File: config.mk
export PLATFORM = sky130hd
export DESIGN_NAME = stg_top
export DESIGN_NICKNAME = d
export VERILOG_FILES = /design/src/rtl/stg_pkg.sv /design/src/rtl/stg_src_mux.sv /design/src/rtl/stg_weight.sv /design/src/rtl/stg_data_bit.sv /design/src/rtl/stg_noise.sv /design/src/rtl/stg_top.sv
export SDC_FILE = /design/constraint.sdc
export NUM_CORES = 1
export LEC_CHECK = 0
export ABC_CLOCK_PERIOD_IN_PS = 4600
export BUFFER_PORTS_ARGS = -buffer_cell sky130_fd_sc_hd__buf_2
export CORE_MARGIN = 2
export CORE_UTILIZATION = 54
export DETAILED_ROUTE_END_ITERATION = 10
export PLACE_DENSITY = 0.93
export SKIP_LAST_GASP = 1
export SLEW_MARGIN = 20
export SYNTH_ARGS = -nofsm -noshare
export SYNTH_HDL_FRONTEND = slang
export SYNTH_SLANG_ARGS = --single-unit
File: constraint.sdc
create_clock -name clk_i -period 4.6 [get_ports clk_i]
set_clock_uncertainty 0.05 [all_clocks]
set_input_delay 0.46 -clock clk_i [delete_from_list [all_inputs] [get_ports clk_i]]
set_output_delay 0.46 -clock clk_i [all_outputs]
set_load 0.1 [all_outputs]
File: src/rtl/stg_pkg.sv
package stg_pkg;
  localparam int PH_W = 5;

  typedef struct packed {
    logic [PH_W-1:0] phase;
    logic            chip;
    logic            epoch;
  } stg_src_t;
endpackage

File: src/rtl/stg_src_mux.sv
module stg_src_mux
  import stg_pkg::*;
#(
  parameter int N_SRC = 2,
  localparam int SEL_W = (N_SRC > 1) ? $clog2(N_SRC) : 1
) (
  input  stg_src_t           src_i [N_SRC],
  input  logic [SEL_W-1:0]   sel_i,
  output stg_src_t           src_o
);
  always_comb begin
    src_o = src_i[0];
    for (int k = 1; k < N_SRC; k++) begin
      if (sel_i == SEL_W'(k)) src_o = src_i[k];
    end
  end
endmodule

File: src/rtl/stg_weight.sv
module stg_weight
  import stg_pkg::*;
(
  input  logic [PH_W-1:0] phase_i,
  output logic            sign_o,
  output logic            mag_o
);
  assign sign_o = phase_i[PH_W-1];

  always_comb begin
    unique casez (phase_i)
      5'b01011,
      5'b011??,
      5'b100??,
      5'b10100: mag_o = 1'b1;
      default:  mag_o = 1'b0;
    endcase
  end
endmodule

File: src/rtl/stg_data_bit.sv
module stg_data_bit #(
  parameter int EPOCHS = 20,
  localparam int CNT_W = (EPOCHS > 1) ? $clog2(EPOCHS) : 1
) (
  input  logic clk_i,
  input  logic rst_ni,
  input  logic clr_i,
  input  logic epoch_i,
  output logic data_o
);
  logic [CNT_W-1:0] cnt_q;
  logic             data_q;

  always_ff @(posedge clk_i or negedge rst_ni) begin
    if (!rst_ni) begin
      cnt_q  <= '0;
      data_q <= 1'b0;
    end else if (clr_i) begin
      cnt_q  <= '0;
      data_q <= 1'b0;
    end else if (epoch_i) begin
      if (cnt_q == CNT_W'(EPOCHS - 1)) begin
        cnt_q  <= '0;
        data_q <= ~data_q;
      end else begin
        cnt_q <= cnt_q + 1'b1;
      end
    end
  end

  assign data_o = data_q;


  data_hold_chk: assert property (@(posedge clk_i) disable iff (!rst_ni)
    (!clr_i && !epoch_i) |=> $stable(data_q));


  cnt_range_chk: assert property (@(posedge clk_i) disable iff (!rst_ni)
    cnt_q < CNT_W'(EPOCHS));


  data_clr_chk: assert property (@(posedge clk_i) disable iff (!rst_ni)
    clr_i |=> (!data_q && cnt_q == '0));
endmodule

File: src/rtl/stg_noise.sv
module stg_noise #(
  parameter int LFSR_W = 15,
  parameter int DUTY_W = 8,
  parameter int TAP_A  = 14,
  parameter int TAP_B  = 13
) (
  input  logic              clk_i,
  input  logic              rst_ni,
  input  logic              clr_i,
  input  logic [DUTY_W-1:0] duty_i,
  output logic              noise_o
);
  localparam logic [LFSR_W-1:0] SEED = LFSR_W'(1);

  logic [LFSR_W-1:0] lfsr_q;

  always_ff @(posedge clk_i or negedge rst_ni) begin
    if (!rst_ni)     lfsr_q <= SEED;
    else if (clr_i)  lfsr_q <= SEED;
    else             lfsr_q <= {lfsr_q[LFSR_W-2:0], lfsr_q[TAP_A] ^ lfsr_q[TAP_B]};
  end

  assign noise_o = lfsr_q[DUTY_W-1:0] < duty_i;


  lfsr_live_chk: assert property (@(posedge clk_i) disable iff (!rst_ni)
    lfsr_q != '0);


  no_noise_chk: assert property (@(posedge clk_i) disable iff (!rst_ni)
    (duty_i == '0) |-> !noise_o);
endmodule

File: src/rtl/stg_top.sv
module stg_top
  import stg_pkg::*;
#(
  parameter int EPOCHS_PER_BIT = 20,
  parameter int LFSR_W         = 15,
  parameter int DUTY_W         = 8
) (
  input  logic              clk_i,
  input  logic              rst_ni,
  input  logic              en_i,
  input  logic              src_sel_i,
  input  logic              chan_rst_i,
  input  logic [DUTY_W-1:0] duty_i,
  input  logic [PH_W-1:0]   ch1_phase_i,
  input  logic              ch1_chip_i,
  input  logic              ch1_epoch_i,
  input  logic [PH_W-1:0]   ch2_phase_i,
  input  logic              ch2_chip_i,
  input  logic              ch2_epoch_i,
  output logic              sign_o,
  output logic              mag_o
);
  localparam int N_SRC = 2;

  stg_src_t srcs [N_SRC];
  stg_src_t sel_src;
  logic     clr;
  logic     w_sign, w_mag, data_bit, noise_bit;
  logic     sign_q, mag_q;

  assign srcs[0] = '{phase: ch1_phase_i, chip: ch1_chip_i, epoch: ch1_epoch_i};
  assign srcs[1] = '{phase: ch2_phase_i, chip: ch2_chip_i, epoch: ch2_epoch_i};
  assign clr     = !en_i || chan_rst_i;

  stg_src_mux #(.N_SRC(N_SRC)) u_mux (
    .src_i (srcs),
    .sel_i (src_sel_i),
    .src_o (sel_src)
  );

  stg_weight u_weight (
    .phase_i (sel_src.phase),
    .sign_o  (w_sign),
    .mag_o   (w_mag)
  );

  stg_data_bit #(.EPOCHS(EPOCHS_PER_BIT)) u_data (
    .clk_i   (clk_i),
    .rst_ni  (rst_ni),
    .clr_i   (clr),
    .epoch_i (sel_src.epoch),
    .data_o  (data_bit)
  );

  stg_noise #(.LFSR_W(LFSR_W), .DUTY_W(DUTY_W)) u_noise (
    .clk_i   (clk_i),
    .rst_ni  (rst_ni),
    .clr_i   (clr),
    .duty_i  (duty_i),
    .noise_o (noise_bit)
  );

  always_ff @(posedge clk_i or negedge rst_ni) begin
    if (!rst_ni) begin
      sign_q <= 1'b0;
      mag_q  <= 1'b0;
    end else if (!en_i) begin
      sign_q <= 1'b0;
      mag_q  <= 1'b0;
    end else begin
      sign_q <= w_sign ^ sel_src.chip ^ data_bit ^ noise_bit;
      mag_q  <= w_mag;
    end
  end

  assign sign_o = sign_q;
  assign mag_o  = mag_q;


  off_low_chk: assert property (@(posedge clk_i) disable iff (!rst_ni)
    !en_i |=> (!sign_o && !mag_o));


  mag_band_chk: assert property (@(posedge clk_i) disable iff (!rst_ni)
    mag_o |-> ($past(sel_src.phase[PH_W-1]) != $past(sel_src.phase[PH_W-2])));


  mag_lat_chk: assert property (@(posedge clk_i) disable iff (!rst_ni)
    en_i |=> (mag_o == $past(w_mag)));
endmodule

# [Word level (Yosys, flattened, before mapping)]
# Cells that the tools add are included.
[word_totals] reg_bits=23 input_bits=27
[op_classes] n_addsub=1 order_cmp=1 eq_ne=5 n_mux=11 n_bitwise=5 n_reduce_logical=6
[ops] cell="$mux 15" n=1
[ops] cell="$mux 5" n=3
[ops] cell="$eq 5x5->1 const B" n=2
[ops] cell="$lt 8x8->1" n=1
[ops] cell="$mux 7" n=1
[ops] cell="$mux 1" n=6
[ops] cell="$add 5x1->5 const B" n=1
[ops] cell="$eq 5x4->1 const B" n=1
[ops] cell="$reduce_bool 2->1" n=2
[ops] cell="$reduce_or 4->1" n=1
[ops] cell="$xor 1x1->1" n=4
[ops] cell="$eq 3x2->1 const B" n=1
[ops] cell="$eq 3x3->1 const B" n=1
[ops] cell="$reduce_and 2->1" n=1
[ops] cell="$logic_not 1->1" n=1
[ops] cell="$logic_or 1x1->1" n=1
[ops] cell="$not 1->1" n=1

# [Depth between registers and ports, before layout]
[depth] ltp_word=5 mapped_depth=7

# [Cells and area by module]
# Synthesis repeated with hierarchy kept, for this count alone.
[unflattened] hier_cells=113 hier_area_um2=1257.5
[modules_own_cells] mod="stg_noise" instances=1 cells_each=58 area_each_um2=665.6 seq_area_each_um2=376.6
[modules_own_cells] mod="stg_data_bit" instances=1 cells_each=33 area_each_um2=335.3 seq_area_each_um2=150.1
[modules_own_cells] mod="stg_src_mux" instances=1 cells_each=8 area_each_um2=116.4 seq_area_each_um2=0.0
[modules_own_cells] mod="stg_top" instances=1 cells_each=8 area_each_um2=95.1 seq_area_each_um2=50.0
[modules_own_cells] mod="stg_weight" instances=1 cells_each=6 area_each_um2=45.0 seq_area_each_um2=0.0

# [Worst setup path before layout]
# No wires, ideal clock.
[synth_path] path_kind="input to register" from="input port duty_i[2]" to="register sign_q, in the netlist sign_o" setup_ps=120 arrival_time_ps=1560 required_ps=4430 slack_ps=2870 cell_stages=7 path_buffers=0 cell_sequence="inv_1 > ha_1 > a211o_1 > a31oi_1 > nor4_1 > nor3_1 > and3b_1"
[synth_via] elab_chain_cells=3
[synth_rtl] item="from (decl)" line_no="stg_top.sv:13" text="input logic [DUTY_W-1:0] duty_i,"
[synth_rtl] item="$lt 8x8->1" line_no="stg_noise.sv:23" text="assign noise_o = lfsr_q[DUTY_W-1:0] < duty_i;"
[synth_rtl] item="$xor 1x1->1" line_no="stg_top.sv:71" text="sign_q <= w_sign ^ sel_src.chip ^ data_bit ^ noise_bit;"
[synth_rtl] item="$mux 1" line_no="stg_top.sv:67" text="end else if (!en_i) begin"
[synth_rtl] item="to (signal assigned)" line_no="stg_top.sv:71"
[synth_rtl] item="to (decl)" line_no="stg_top.sv:29" text="logic sign_q, mag_q;"
# Every way passes these cells.
# A chain may end at the register's enable or synchronous reset.

# [Worst setup path in the final report]
[layout_path] from="register u_noise.lfsr_q[2]" to="register sign_q, in the netlist sign_o"
[layout_via] elab_chain_cells=3
[layout_rtl] item="from (decl)" line_no="stg_noise.sv:15" text="logic [LFSR_W-1:0] lfsr_q;"
[layout_rtl] item="from (signal assigned)" line_no="stg_noise.sv:20" text="else lfsr_q <= {lfsr_q[LFSR_W-2:0], lfsr_q[TAP_A] ^ lfsr_q[TAP_B]};"
[layout_rtl] item="$lt 8x8->1" line_no="stg_noise.sv:23"
[layout_rtl] item="$xor 1x1->1" line_no="stg_top.sv:71"
[layout_rtl] item="$mux 1" line_no="stg_top.sv:67"
# Every way passes these cells.

==> flow_summary.ini <==
[route]
drt_wl_total_mm = 2.16
wl_met2_mm = 1.09
drtAntennaViolNets = 0
top_layer = met4
firstDrtPassIters = 4
dr_wl_met3_um = 144
drtIter0Drc = 4
vias = 875
wl_met1_um = 885
via_per_inst = 5.30
wl_per_cell_um = 13.1
drt_drc_violations_left = 0

[synthesis]
synth_seq_area_share_pct = 48.6
ys_types = 34
syn_nets = 143
synth_edf_count = 0
synthFlopType = dfrtp_1
synth_top_cell_by_area = dfrtp_1
async_flop_share_pct = 100
postSynthCellCount = 108
syn_area_mm2 = 0.00119
synthTopCellsByArea = dfrtp_1 (46%), ha_1 (8.4%), and2_1 (7.4%), xnor2_1 (3.7%), mux2i_1 (3.4%)
synth.top_cell.area_share_pct = 46.4
syn_area_per_cell_um2 = 11.0
synth-seq-cells = 23
yosysWarnings = 0

[sta]
setup_viol = 0
rsz0062_at_grt = false
period_share_pct = 37.8
final_hold_viol_count = 0
finalWorstSetupSlack_ns = 2.86
worstMarginPinSlew_ns = 0.511
drv_slew = 0
fmax_ghz = 0.575
slew_headroom_pct = 66.0
fin_setup_tns_ns = 0
finalCriticalPeriod_ns = 1.74

[worst_setup_path]
crit_chain = ha_1 -> a211o_1 -> a31oi_1 -> nor4_1 -> nor3_1 -> and3b_1
slowest_delay_ns = 0.40
critical-path-top-delay-family = simple AND/OR/NAND/NOR gates
rr_worst_depth = 6
worst-setup-path-type = flip-flop to flip-flop
slowest_stage = dfrtp_1
cp_num_buf_inv = 0
start_kind = flip-flop
crit_fanout = 2
required_ns = 4.76
cp.arrival_ns = 1.90
cp.depth = 6
worstSetupEndpointType = flip-flop

[place]
dpl.cell_count = 161
port_buffers = 28
hpwlAfterDp_mm = 1.67
routabilityCongestion = 0.784
dp_slack_ns = 2.71

[finish]
final_cells = 165
seq_area_um2 = 577
n_antenna_cell = 0
multi_input_area_um2 = 569
drive_gt1_share_pct = 27.5
areaGrowthSynthToFinish_pct = 15.6
nFillCells = 166
nNetsFinal = 174

[outcome]
status = completed

[power_and_ir_drop]
p_leak_nw = 0.734
irDropWorstVdd_mv = 0.151
power_w = 0.000361
cellPowerDensity_mw_per_mm2 = 263

[cts]
clk_transition_reported_paths_ns = 0.12
clock_latency_ns = 0.30
cts_max_level = 1
clkSinkCount = 23
cts_hold_buf = 0
cts-root-buf = clkbuf_4
post_cts_resized = 0
clk_path_buf_depth = 2
post_cts_buffers = 0
cts_tree = done
cts_buffers = 3

[global_routing]
grt_max_degree = 24
antenna_found_initial = 0
grt_pass1_wl_mm = 3.69
track_usage_pct = 19.3
grt_pass1_vias = 875
grt.overflow.total = 0

[floorplan]
rows = 16
die-height_um = 50.9
die_w_um = 50.9
initial_core_util_pct = 58.7
die_area_mm2 = 0.00259
core-area_mm2 = 0.00202
num_io_pins = 29

[run]
max-cap-violations = 0

[min_path]
hp-class = input port to async pin
[cell type report]
type | count | area share [%]
flip-flops and latches | 23 | 42.0
multi-input cells | 76 | 41.5
repair buffers | 28 | 10.2
well taps | 27 | 2.46
clock buffers | 4 | 1.91
inverters | 7 | 1.91
[power breakdown]
| group | internal (W) | total, W | leakage [nW] | switching [W] |
|---|---|---|---|---|
| registers | 0.000207 | 0.000209 | 0.313 | 0.00000241 |
| clock network | 0.0000338 | 0.0000899 | 0.0150 | 0.0000561 |
| logic | 0.0000247 | 0.0000622 | 0.406 | 0.0000375 |
[cells in the mapped netlist (all sizes together) (2+ instances only)]
cell type	count
and2	14
and2b	3
nor2	5
and3b	2
xor2	2
nor3	2
nand2b	3
a21oi	4
xnor2	5
nand2	6
ha	8
mux2i	5
o21ai	5
dfrtp	22
o21a	2
inv	7
[cell usage in the layout, fill, tap and decap left out, types with 2 or more instances in the layout]
cell type	n
a21oi_1	4
and2_1	14
and2b_1	2
and3b_1	2
buf_2	28
clkbuf_4	3
dfrtp_1	22
ha_1	8
inv_1	7
mux2i_1	4
nand2_1	6
nand2b_1	2
nor2_1	5
nor3_1	2
o21a_1	2
o21ai_0	3
xnor2_1	5
xor2_1	2
[metal layers]
metal  GRT usage, %  up-vias
met5              0        -
met4           8.56        0
met3           3.22        5
met2           34.9       35
met1           22.4      415
li1               -      420
[worst register-to-register path, delay by kind of cell, from the launching register on]
kind | cells | cell delay [ns]
AOI/OAI and AO/OA | 2 | 0.44
adders and majority gates | 1 | 0.29
and+or+nand+nor | 3 | 0.47
DFF | 1 | 0.40
[path summary, 6_finish.rpt]
kind / startpoint / to / slack (ns)
worst min-delay path: rst_ni / u_noise.lfsr_q[2] / 0.05
max in group asynchronous: rst_ni / u_noise.lfsr_q[0] / 4.09
worst max-delay path: u_noise.lfsr_q[2] / sign_o / 2.86
worst max register to register: u_noise.lfsr_q[2] / sign_o / 2.86
min in group clk_i: chan_rst_i / u_data.cnt_q[1] / 0.36
worst min register to register: u_noise.lfsr_q[12] / u_noise.lfsr_q[13] / 0.42
[state kept, by name, summed over array words and instances, names as in the netlist]
signal	cells
u_noise.lfsr_q	15
u_data.data_o	1
u_data.cnt_q	5
mag_o	1
sign_o	1
[kinds of logic (layout without fill, tap and decap cells)]
logic type | Yosys count | after routing | share of synthesized area, %
AO/OA/AOI/OAI | 16 | 16 | 9.59
adder cells (fa/ha/maj) | 8 | 8 | 8.43
XOR/XNOR | 7 | 7 | 5.16
buffers and inverters | 9 | 39 | 3.48
flip-flops | 23 | 23 | 48.6
AND/OR/NAND/NOR | 40 | 40 | 20.2
multiplexers | 5 | 5 | 4.53
[through the flow]
stage	cell area (um2)	hold WS, ns	utilization, %
2_1_floorplan	1190	0.114	-
3_5_place_dp	1350	0.394	66.6
3_3_place_gp	1350	0.391	66.6
5_1_grt	1370	0.0837	67.9
4_1_cts	1370	0.0664	67.9
6_report	1370	0.0529	67.9
No activity file was read; power rests on OpenSTA's default activity.
